<file path="src/rtl/sram_ctrl_pkg.sv">
package sram_ctrl_pkg;

   typedef enum logic [2:0] {
      ST_IDLE,
      ST_RD,
      ST_WSU,
      ST_WPL,
      ST_WHD
   } seq_state_t;

   function automatic int max_int(input int a, input int b);
      return (a > b) ? a : b;
   endfunction

   function automatic int ceil_cyc(input int ns, input int clk_ns);
      int r;
      r = (ns + clk_ns - 1) / clk_ns;
      if (r < 1) r = 1;
      return r;
   endfunction

   function automatic bit grade_ok(input int g);
      return (g == 15) || (g == 17) || (g == 20) || (g == 25) || (g == 35);
   endfunction

   // output-enable to data time for a grade
   function automatic int oe_ns_of(input int g);
      case (g)
         15:      return 6;
         17, 20:  return 7;
         default: return 8;
      endcase
   endfunction

   // time the part may keep driving after a deselect
   function automatic int hz_ns_of(input int g);
      case (g)
         15:      return 6;
         17, 20:  return 7;
         default: return 8;
      endcase
   endfunction

endpackage

</file>
<file path="src/rtl/sram_seq.sv">
module sram_seq import sram_ctrl_pkg::*; #(
   parameter int ADDR_W = 17,
   parameter int DATA_W = 8,
   parameter int RD_CYC = 3,
   parameter int AS_CYC = 1,
   parameter int PL_CYC = 2,
   parameter int HZ_CYC = 2,
   parameter int CNT_W  = 3
) (
   input  logic              clk,
   input  logic              rst_n,
   input  logic              req_valid,
   input  logic              req_we,
   input  logic [ADDR_W-1:0] req_addr,
   input  logic [DATA_W-1:0] req_wdata,
   output logic              req_ready,
   output seq_state_t        state_q,
   output logic [ADDR_W-1:0] addr_q,
   output logic [DATA_W-1:0] wdata_q,
   output logic              rd_last,
   output logic              hiz_zero
);

   localparam logic [CNT_W-1:0] RD_LD = CNT_W'(RD_CYC - 1);
   localparam logic [CNT_W-1:0] AS_LD = CNT_W'(AS_CYC - 1);
   localparam logic [CNT_W-1:0] PL_LD = CNT_W'(PL_CYC - 1);
   localparam logic [CNT_W-1:0] HZ_LD = CNT_W'(HZ_CYC);

   logic [CNT_W-1:0] cnt_q;
   logic [CNT_W-1:0] hiz_q;

   assign hiz_zero  = (hiz_q == '0);
   assign req_ready = (state_q == ST_IDLE) && hiz_zero;
   assign rd_last   = (state_q == ST_RD) && (cnt_q == '0);

   always_ff @(posedge clk or negedge rst_n) begin
      if (!rst_n) begin
         state_q <= ST_IDLE;
         cnt_q   <= '0;
         hiz_q   <= '0;
         addr_q  <= '0;
         wdata_q <= '0;
      end else begin
         case (state_q)
            ST_IDLE: begin
               if (!hiz_zero) hiz_q <= hiz_q - 1'b1;
               if (req_valid && req_ready) begin
                  addr_q  <= req_addr;
                  wdata_q <= req_wdata;
                  if (req_we) begin
                     state_q <= ST_WSU;
                     cnt_q   <= AS_LD;
                  end else begin
                     state_q <= ST_RD;
                     cnt_q   <= RD_LD;
                  end
               end
            end
            ST_RD: begin
               if (cnt_q == '0) begin
                  state_q <= ST_IDLE;
                  hiz_q   <= HZ_LD;
               end else begin
                  cnt_q <= cnt_q - 1'b1;
               end
            end
            ST_WSU: begin
               if (cnt_q == '0) begin
                  state_q <= ST_WPL;
                  cnt_q   <= PL_LD;
               end else begin
                  cnt_q <= cnt_q - 1'b1;
               end
            end
            ST_WPL: begin
               if (cnt_q == '0) state_q <= ST_WHD;
               else             cnt_q   <= cnt_q - 1'b1;
            end
            ST_WHD:  state_q <= ST_IDLE;
            default: state_q <= ST_IDLE;
         endcase
      end
   end

   // an accepted request always leaves the idle state
   assert_accept_leaves_idle_R8: assert property (@(posedge clk) disable iff (!rst_n)
      (req_valid && req_ready) |=> (state_q != ST_IDLE))
      else $error("accepted request did not start an access");

endmodule

</file>
<file path="src/rtl/sram_pin_drv.sv">
module sram_pin_drv import sram_ctrl_pkg::*; #(
   parameter int DATA_W = 8
) (
   input  logic              clk,
   input  logic              rst_n,
   input  seq_state_t        state_q,
   input  logic              rd_last,
   input  logic [DATA_W-1:0] wdata_q,
   input  logic [DATA_W-1:0] dq_in,
   output logic              ce1_n,
   output logic              ce2,
   output logic              oe_n,
   output logic              we_n,
   output logic              dq_oe,
   output logic [DATA_W-1:0] dq_out,
   output logic              rd_valid,
   output logic [DATA_W-1:0] rd_data
);

   logic sel;

   always_comb begin
      sel    = (state_q != ST_IDLE);
      ce1_n  = ~sel;
      ce2    = sel;
      oe_n   = (state_q != ST_RD);
      we_n   = (state_q != ST_WPL);
      dq_oe  = (state_q == ST_WSU) || (state_q == ST_WPL) || (state_q == ST_WHD);
      dq_out = wdata_q;
   end

   always_ff @(posedge clk or negedge rst_n) begin
      if (!rst_n) begin
         rd_valid <= 1'b0;
         rd_data  <= '0;
      end else begin
         rd_valid <= rd_last;
         if (rd_last) rd_data <= dq_in;
      end
   end

   assert_rvalid_single_R3: assert property (@(posedge clk) disable iff (!rst_n)
      rd_valid |=> !rd_valid)
      else $error("read-valid strobe longer than one cycle");

endmodule

</file>
<file path="src/rtl/sram_async_ctrl.sv">
module sram_async_ctrl import sram_ctrl_pkg::*; #(
   parameter int ADDR_W   = 17,
   parameter int DATA_W   = 8,
   parameter int CLK_NS   = 5,
   parameter int GRADE_NS = 15,
   parameter int AS_CYC   = 1,
   parameter int WP_CYC   = 2,
   parameter int DS_CYC   = 1
) (
   input  logic              clk,
   input  logic              rst_n,
   input  logic              req_valid,
   output logic              req_ready,
   input  logic              req_we,
   input  logic [ADDR_W-1:0] req_addr,
   input  logic [DATA_W-1:0] req_wdata,
   output logic              rd_valid,
   output logic [DATA_W-1:0] rd_data,
   output logic [ADDR_W-1:0] mem_addr,
   output logic              mem_ce1_n,
   output logic              mem_ce2,
   output logic              mem_oe_n,
   output logic              mem_we_n,
   output logic [DATA_W-1:0] mem_dq_out,
   input  logic [DATA_W-1:0] mem_dq_in,
   output logic              mem_dq_oe
);

   localparam int ACC_CYC = ceil_cyc(GRADE_NS, CLK_NS);
   localparam int OE_CYC  = ceil_cyc(oe_ns_of(GRADE_NS), CLK_NS);
   localparam int RD_CYC  = max_int(ACC_CYC, OE_CYC);
   localparam int HZ_CYC  = ceil_cyc(hz_ns_of(GRADE_NS), CLK_NS);
   localparam int PL_CYC  = max_int(WP_CYC, DS_CYC);
   localparam int CNT_MAX = max_int(max_int(RD_CYC, PL_CYC), max_int(AS_CYC, HZ_CYC));
   localparam int CNT_W   = $clog2(CNT_MAX + 1);

   generate
      if (!grade_ok(GRADE_NS)) begin : g_bad_grade
         $error("GRADE_NS must be 15, 17, 20, 25 or 35");
      end
      if (CLK_NS < 1 || AS_CYC < 1 || WP_CYC < 1 || DS_CYC < 1) begin : g_bad_cnt
         $error("clock period and write counts must be at least 1");
      end
      if (ADDR_W < 1 || DATA_W < 1) begin : g_bad_width
         $error("bus widths must be positive");
      end
   endgenerate

   seq_state_t        state_q;
   logic [DATA_W-1:0] wdata_q;
   logic              rd_last;
   logic              hiz_zero;

   sram_seq #(
      .ADDR_W (ADDR_W),
      .DATA_W (DATA_W),
      .RD_CYC (RD_CYC),
      .AS_CYC (AS_CYC),
      .PL_CYC (PL_CYC),
      .HZ_CYC (HZ_CYC),
      .CNT_W  (CNT_W)
   ) u_seq (
      .clk       (clk),
      .rst_n     (rst_n),
      .req_valid (req_valid),
      .req_we    (req_we),
      .req_addr  (req_addr),
      .req_wdata (req_wdata),
      .req_ready (req_ready),
      .state_q   (state_q),
      .addr_q    (mem_addr),
      .wdata_q   (wdata_q),
      .rd_last   (rd_last),
      .hiz_zero  (hiz_zero)
   );

   sram_pin_drv #(
      .DATA_W (DATA_W)
   ) u_pins (
      .clk      (clk),
      .rst_n    (rst_n),
      .state_q  (state_q),
      .rd_last  (rd_last),
      .wdata_q  (wdata_q),
      .dq_in    (mem_dq_in),
      .ce1_n    (mem_ce1_n),
      .ce2      (mem_ce2),
      .oe_n     (mem_oe_n),
      .we_n     (mem_we_n),
      .dq_oe    (mem_dq_oe),
      .dq_out   (mem_dq_out),
      .rd_valid (rd_valid),
      .rd_data  (rd_data)
   );

   assert_idle_deselect_R1: assert property (@(posedge clk) disable iff (!rst_n)
      req_ready |-> (mem_ce1_n && !mem_ce2 && mem_oe_n && mem_we_n && !mem_dq_oe))
      else $error("ready while memory still selected or driven");

   assert_write_masks_oe_R4: assert property (@(posedge clk) disable iff (!rst_n)
      !mem_we_n |-> (mem_oe_n && mem_dq_oe && !mem_ce1_n && mem_ce2))
      else $error("write strobe without select, drivers or with output enable");

   assert_no_fight_R5: assert property (@(posedge clk) disable iff (!rst_n)
      !mem_oe_n |-> !mem_dq_oe)
      else $error("drivers on while memory outputs enabled");

   assert_drive_after_float_R5: assert property (@(posedge clk) disable iff (!rst_n)
      mem_dq_oe |-> hiz_zero)
      else $error("drivers on inside bus-release window");

   assert_addr_hold_R6: assert property (@(posedge clk) disable iff (!rst_n)
      (!mem_ce1_n && $past(!mem_ce1_n)) |-> $stable(mem_addr))
      else $error("address moved while selected");

endmodule

</file>
<file path="config.mk">
export PLATFORM = sky130hd
export DESIGN_NAME = sram_async_ctrl
export DESIGN_NICKNAME = d
export VERILOG_FILES = /design/src/rtl/sram_ctrl_pkg.sv /design/src/rtl/sram_seq.sv /design/src/rtl/sram_pin_drv.sv /design/src/rtl/sram_async_ctrl.sv
export SDC_FILE = /design/constraint.sdc
export NUM_CORES = 1
export LEC_CHECK = 0
export CORE_MARGIN = 3
export CORE_UTILIZATION = 43
export DETAILED_ROUTE_END_ITERATION = 7
export PLACE_DENSITY = 0.76
export SLEW_MARGIN = 5
export SYNTH_ARGS = -nofsm -noshare
export SYNTH_HDL_FRONTEND = slang
export SYNTH_HIERARCHICAL = 1
export SYNTH_SLANG_ARGS = --single-unit
</file>
<file path="constraint.sdc">
create_clock -name clk -period 2.3 [get_ports clk]
set_clock_uncertainty 0.2 [all_clocks]
set_input_delay 0.345 -clock clk [delete_from_list [all_inputs] [get_ports clk]]
set_output_delay 0.345 -clock clk [all_outputs]
set_load 0.03 [all_outputs]
</file>
# Word-level counts from Yosys, hierarchy flattened
# Cells that the tools add are included.
# totals
register_bits,41
input_bits,37
output_inout_bits,40
wordCells,52
# op_classes
addsub,2
eq_ne,12
n_mux,14
bitwise_logic,1
n_reduce_logical,16
# ops
op,count
2-bit two-way mux,7
3-bit two-way mux,4
"2-bit inequality test, second input constant",6
3-bit case mux with 4 select lines,1
"3-bit by 2-bit equality test with 1-bit output, second input constant",2
2-bit case mux with 3 select lines,1
3-bit AND reduction,2
3-bit nonzero test,2
2-bit zero test,2
2-bit case mux with 2 select lines,1
4-bit AND reduction,1
"2-bit by 1-bit subtractor with 2-bit output, second input constant",2
"3-bit by 1-bit equality test with 1-bit output, second input constant",1
"3-bit equality test, second input constant",1
1-bit logical AND,3
3-bit zero test,1
"3-bit by 1-bit inequality test with 1-bit output, second input constant",1
"3-bit by 2-bit inequality test with 1-bit output, second input constant",1
1-bit logical OR,2
2-bit AND reduction,1
2-bit nonzero test,1
2-bit OR reduction,1
1-bit NOT,1

# Logic depth before layout (Yosys ltp)
# logic_depth
depth_word,5
mapped_depth,6
mapped_depth_nobuf,6

# By module
# Netlist, hierarchy kept.
# modules_own_cells
mod,n_inst,cells_per_inst,area_per_inst_um2,seq_area_each_um2
sram_seq,1,102,1462.7,800.8
sram_pin_drv,1,33,425.4,225.2

# Least setup slack after synthesis
# OpenSTA, ideal clock, no wires.
# synth_path
path_kind,reg-to-reg
from,register u_seq.hiz_q[0]
to,register u_seq.addr_q[0]
setup_ps,125
t_arrival_ps,1820
required_ps,1975
path_slack_ps,155
stages_incl_launch_ff,7
path_buffers,1
period_less_slack_ps,2145
path_cell_list,dfrtp_1 -> inv_1 -> ha_1 -> nor4b_4 -> nand2_4 -> buf_6 -> mux2_4
# synth_between
elab_chain_cells,4
# synth_rtl
item,line,source
from (decl),sram_seq.sv:30,logic [CNT_W-1:0] hiz_q;
from (signal assigned),sram_seq.sv:46,if (!hiz_zero) hiz_q <= hiz_q - 1'b1;
2-bit zero test,sram_seq.sv:32,assign hiz_zero = (hiz_q == '0);
via hiz_zero,sram_async_ctrl.sv:52,logic hiz_zero;
1-bit logical AND,sram_seq.sv:33,assign req_ready = (state_q == ST_IDLE) && hiz_zero;
via req_ready,sram_async_ctrl.sv:13,"output logic req_ready,"
1-bit logical AND,sram_seq.sv:47,if (req_valid && req_ready) begin
2-bit AND reduction (no line),--,
to (signal assigned),sram_seq.sv:48,addr_q <= req_addr;
to (decl),sram_seq.sv:18,"output logic [ADDR_W-1:0] addr_q,"
# The timed path passes the listed nets, and every way through them passes these cells.
# A chain may end at the register's enable or synchronous reset.

# Final worst setup path
# layout_path
from,register u_seq.state_q[1]
to,output port mem_ce1_n
# layout_between
elab_chain_cells,2
# layout_rtl
item,line,source
from (decl),sram_seq.sv:17,"output seq_state_t state_q,"
from (signal assigned),sram_seq.sv:38,state_q <= ST_IDLE;
from (signal assigned),sram_seq.sv:51,state_q <= ST_WSU;
from (signal assigned),sram_seq.sv:54,state_q <= ST_RD;
3-bit nonzero test,sram_pin_drv.sv:23,sel = (state_q != ST_IDLE);
1-bit NOT,sram_pin_drv.sv:24,ce1_n = ~sel;
to (decl),sram_async_ctrl.sv:20,"output logic mem_ce1_n,"
# No other way between the ends.

==> results.json <==
{
  "status": "finished clean",
  "cap_violations": 0,
  "io_pins": 77,
  "ant_nets": 0,
  "clkSinkCount": 41,
  "power.switching_w": 0.00168,
  "clockBufferDepth": 2,
  "rows": 23,
  "crit_chain": "or3_4, inv_2, dlygate4sd2_1",
  "diodes": 0,
  "worst_hold_slack_ps": 309,
  "start_util": 0.459,
  "grt_overflow": 0,
  "postPlaceCellArea_um2": 2650,
  "layout_min_cycle_time_ps": 2140,
  "synthFlopType": "dfrtp_1",
  "period_share": 0.933,
  "p_int_w": 0.00260,
  "gp_congestion": 0.834,
  "rsz0062_at_grt": "no",
  "syn2layout_area_growth_pct": 46.7,
  "p_leak_nw": 1.28,
  "synthDistinctLibCells": 31,
  "fmax_mhz": 466,
  "ys_seq_area_frac": 0.543,
  "clk_latency_ps": 280,
  "path_max_fanout": 10,
  "ys_seq_elements": 41,
  "final-hold-violation-count": 0,
  "tightest_slew_ps": 552,
  "drc": 0,
  "routed_wl_um": 3980,
  "antenna_found_initial": 0,
  "fin_area_um2": 2770,
  "crit_buf_inv": 2,
  "hp-class": "flop to flop",
  "finalPower_w": 0.00427,
  "clkTransAtPathRegs_ps": 70,
  "synth-edff-count": 0,
  "cts_root_buffer": "clkbuf_8",
  "syn-mean-instance-area_um2": 14.0,
  "cp.arrival_ps": 1600,
  "syn_inst": 135,
  "cp_slowest_cell": "dfrtp_2",
  "via_per_inst": 5.01,
  "die_h_um": 72.3,
  "avgRoutedWirePerCell_um": 15.2,
  "htreeDepth": 2,
  "relSlewSlack": 0.632,
  "grt_max_degree": 27,
  "dieWidth_um": 72.3,
  "grt.total_usage": 0.162,
  "critPathCaptureType": "output port",
  "path_class": "flop to output port",
  "async_reset_ff_frac": 1.00,
  "drt-pass1-iter-count": 4,
  "drive_gt1_frac": 0.264,
  "drtIter0Drc": 41,
  "ir_worst_vdd_mv": 0.828,
  "syn_area_um2": 1890,
  "pwr-share-clk": 0.124,
  "required_ps": 1750,
  "io_buffer_count": 76,
  "maxSlewViolCount": 0,
  "post_cts_buffers": 0,
  "crit_family": "flip-flops",
  "cts_tree": "yes",
  "seqPwrFrac": 0.303,
  "grt_pass1_vias": 1430,
  "place_hpwl_um": 3110,
  "slowest_delay_ps": 480,
  "fin_util": 0.673,
  "ys_warn_count": 6,
  "grt_first_pass_wirelength_um": 6500,
  "num_vias": 1312,
  "setup_tns_ps": 0,
  "synthesis.nets": 175,
  "core_area_um2": 4120,
  "powerDensity_nw_per_um2": 1540,
  "pwr-share-comb": 0.573,
  "final_nets": 252,
  "numCtsBuffers": 5,
  "p_sw_frac": 0.392,
  "fp.dieArea_um2": 5220,
  "setup_viol": 0,
  "start_kind": "flop"
}
-- routing by layer --
layer / vias to the layer above / routed length (µm) / global-route usage / share of wire
met5: - / 0 / 0 / 0
met2: 48 / 2130 / 0.284 / 0.54
li1: 610 / - / - / -
met3: 3 / 298 / 0.0512 / 0.075
met1: 651 / 1530 / 0.181 / 0.38
met4: 0 / 16 / 0.0626 / 0.0040
-- state kept, by name (all words and copies together) (netlist names) --
signal	cells
u_seq/addr_q	17
u_pins/rd_data	8
u_seq/wdata_q	8
u_seq/state_q	3
u_seq/cnt_q	2
u_seq/hiz_q	2
u_pins/rd_valid	1
-- kinds of logic after synthesis --
logic type,share of synthesized area
adders and majority gates,0.0199
muxes,0.248
DFF,0.543
AOI/OAI and AO/OA,0.0457
and+or+nand+nor,0.0749
buffers and inverters,0.0682
-- synthesized netlist by cell type, types with 2 or more instances --
library cell,count,area (µm²)
nand3_1,2,10.0
dfrtp_1,41,1030
mux2_4,20,300
mux2_2,14,158
nand2_1,7,26.3
o21ai_0,2,10.0
a21oi_1,2,10.0
nor3_1,2,10.0
buf_4,8,60.1
inv_1,6,22.5
nor2_1,7,26.3
buf_6,3,33.8
ha_1,3,37.5
-- cells in the final DEF, fill, tap and decap left out, drive strengths merged, types with 2 or more instances in the layout --
cell,netlist,final
mux2,34,34
clkbuf,1,6
dfrtp,41,41
inv,7,7
a21oi,2,2
nor2,7,7
clkdlybuf4s50,0,71
nor3,2,2
dlygate4sd2,0,2
o21ai,2,2
ha,3,3
buf,12,7
nand2,8,8
nand3,2,2
-- final timing paths --
path	startpoint	to	slack [ps]	depth (start not counted)
min in group asynchronous	rst_n	u_pins/rd_data[1]$_DFFE_PN0P_	390	2
max in group asynchronous	rst_n	u_seq/wdata_q[5]$_DFFE_PN0P_	980	3
setup reg to reg	u_seq/hiz_q[0]$_DFFE_PN0P_	u_seq/state_q[0]$_DFFE_PN0P_	250	7
hold reg to reg	u_seq/addr_q[16]$_DFFE_PN0P_	u_seq/addr_q[16]$_DFFE_PN0P_	310	1
setup / recovery	u_seq/state_q[1]$_DFFE_PN0P_	mem_ce1_n	160	3
hold / removal	u_seq/addr_q[16]$_DFFE_PN0P_	u_seq/addr_q[16]$_DFFE_PN0P_	310	1
-- per-stage QoR --
step | instances | setup slack (ps)
2_1_floorplan | 135 | 155
3_3_place_gp | 254 | 144
3_5_place_dp | 254 | 84.6
4_1_cts | 262 | 33.2
5_1_grt | 262 | 91.2
6_report | 262 | 155
-- power by group through the flow --
stage | clock, W | sequential, W | combinational [W]
2_1_floorplan | 0 | 0.00171 | 0.00121
3_3_place_gp | 0 | 0.00128 | 0.00242
3_5_place_dp | 0 | 0.00131 | 0.00247
4_1_cts | 0.000549 | 0.00130 | 0.00246
5_1_grt | 0.000584 | 0.00134 | 0.00258
6_report | 0.000531 | 0.00129 | 0.00245
-- cell type report --
type	count	area [µm²]
clock inverter	2	35.0
multi-input combinational	74	742
clock buffer	5	68.8
fill	295	1350
timing repair buffer	83	806
sequential	41	1030
tap	50	62.6
inverter	7	26.3
-- what timing repair did --
action | 4_1_cts | 5_1_grt
hold buffers | 1 | 0
setup endpoints to repair | 4 | 3
gates resized for setup | 5 | 4
hold endpoints to repair | 24 | 0
(Power assumes the default switching activity.)
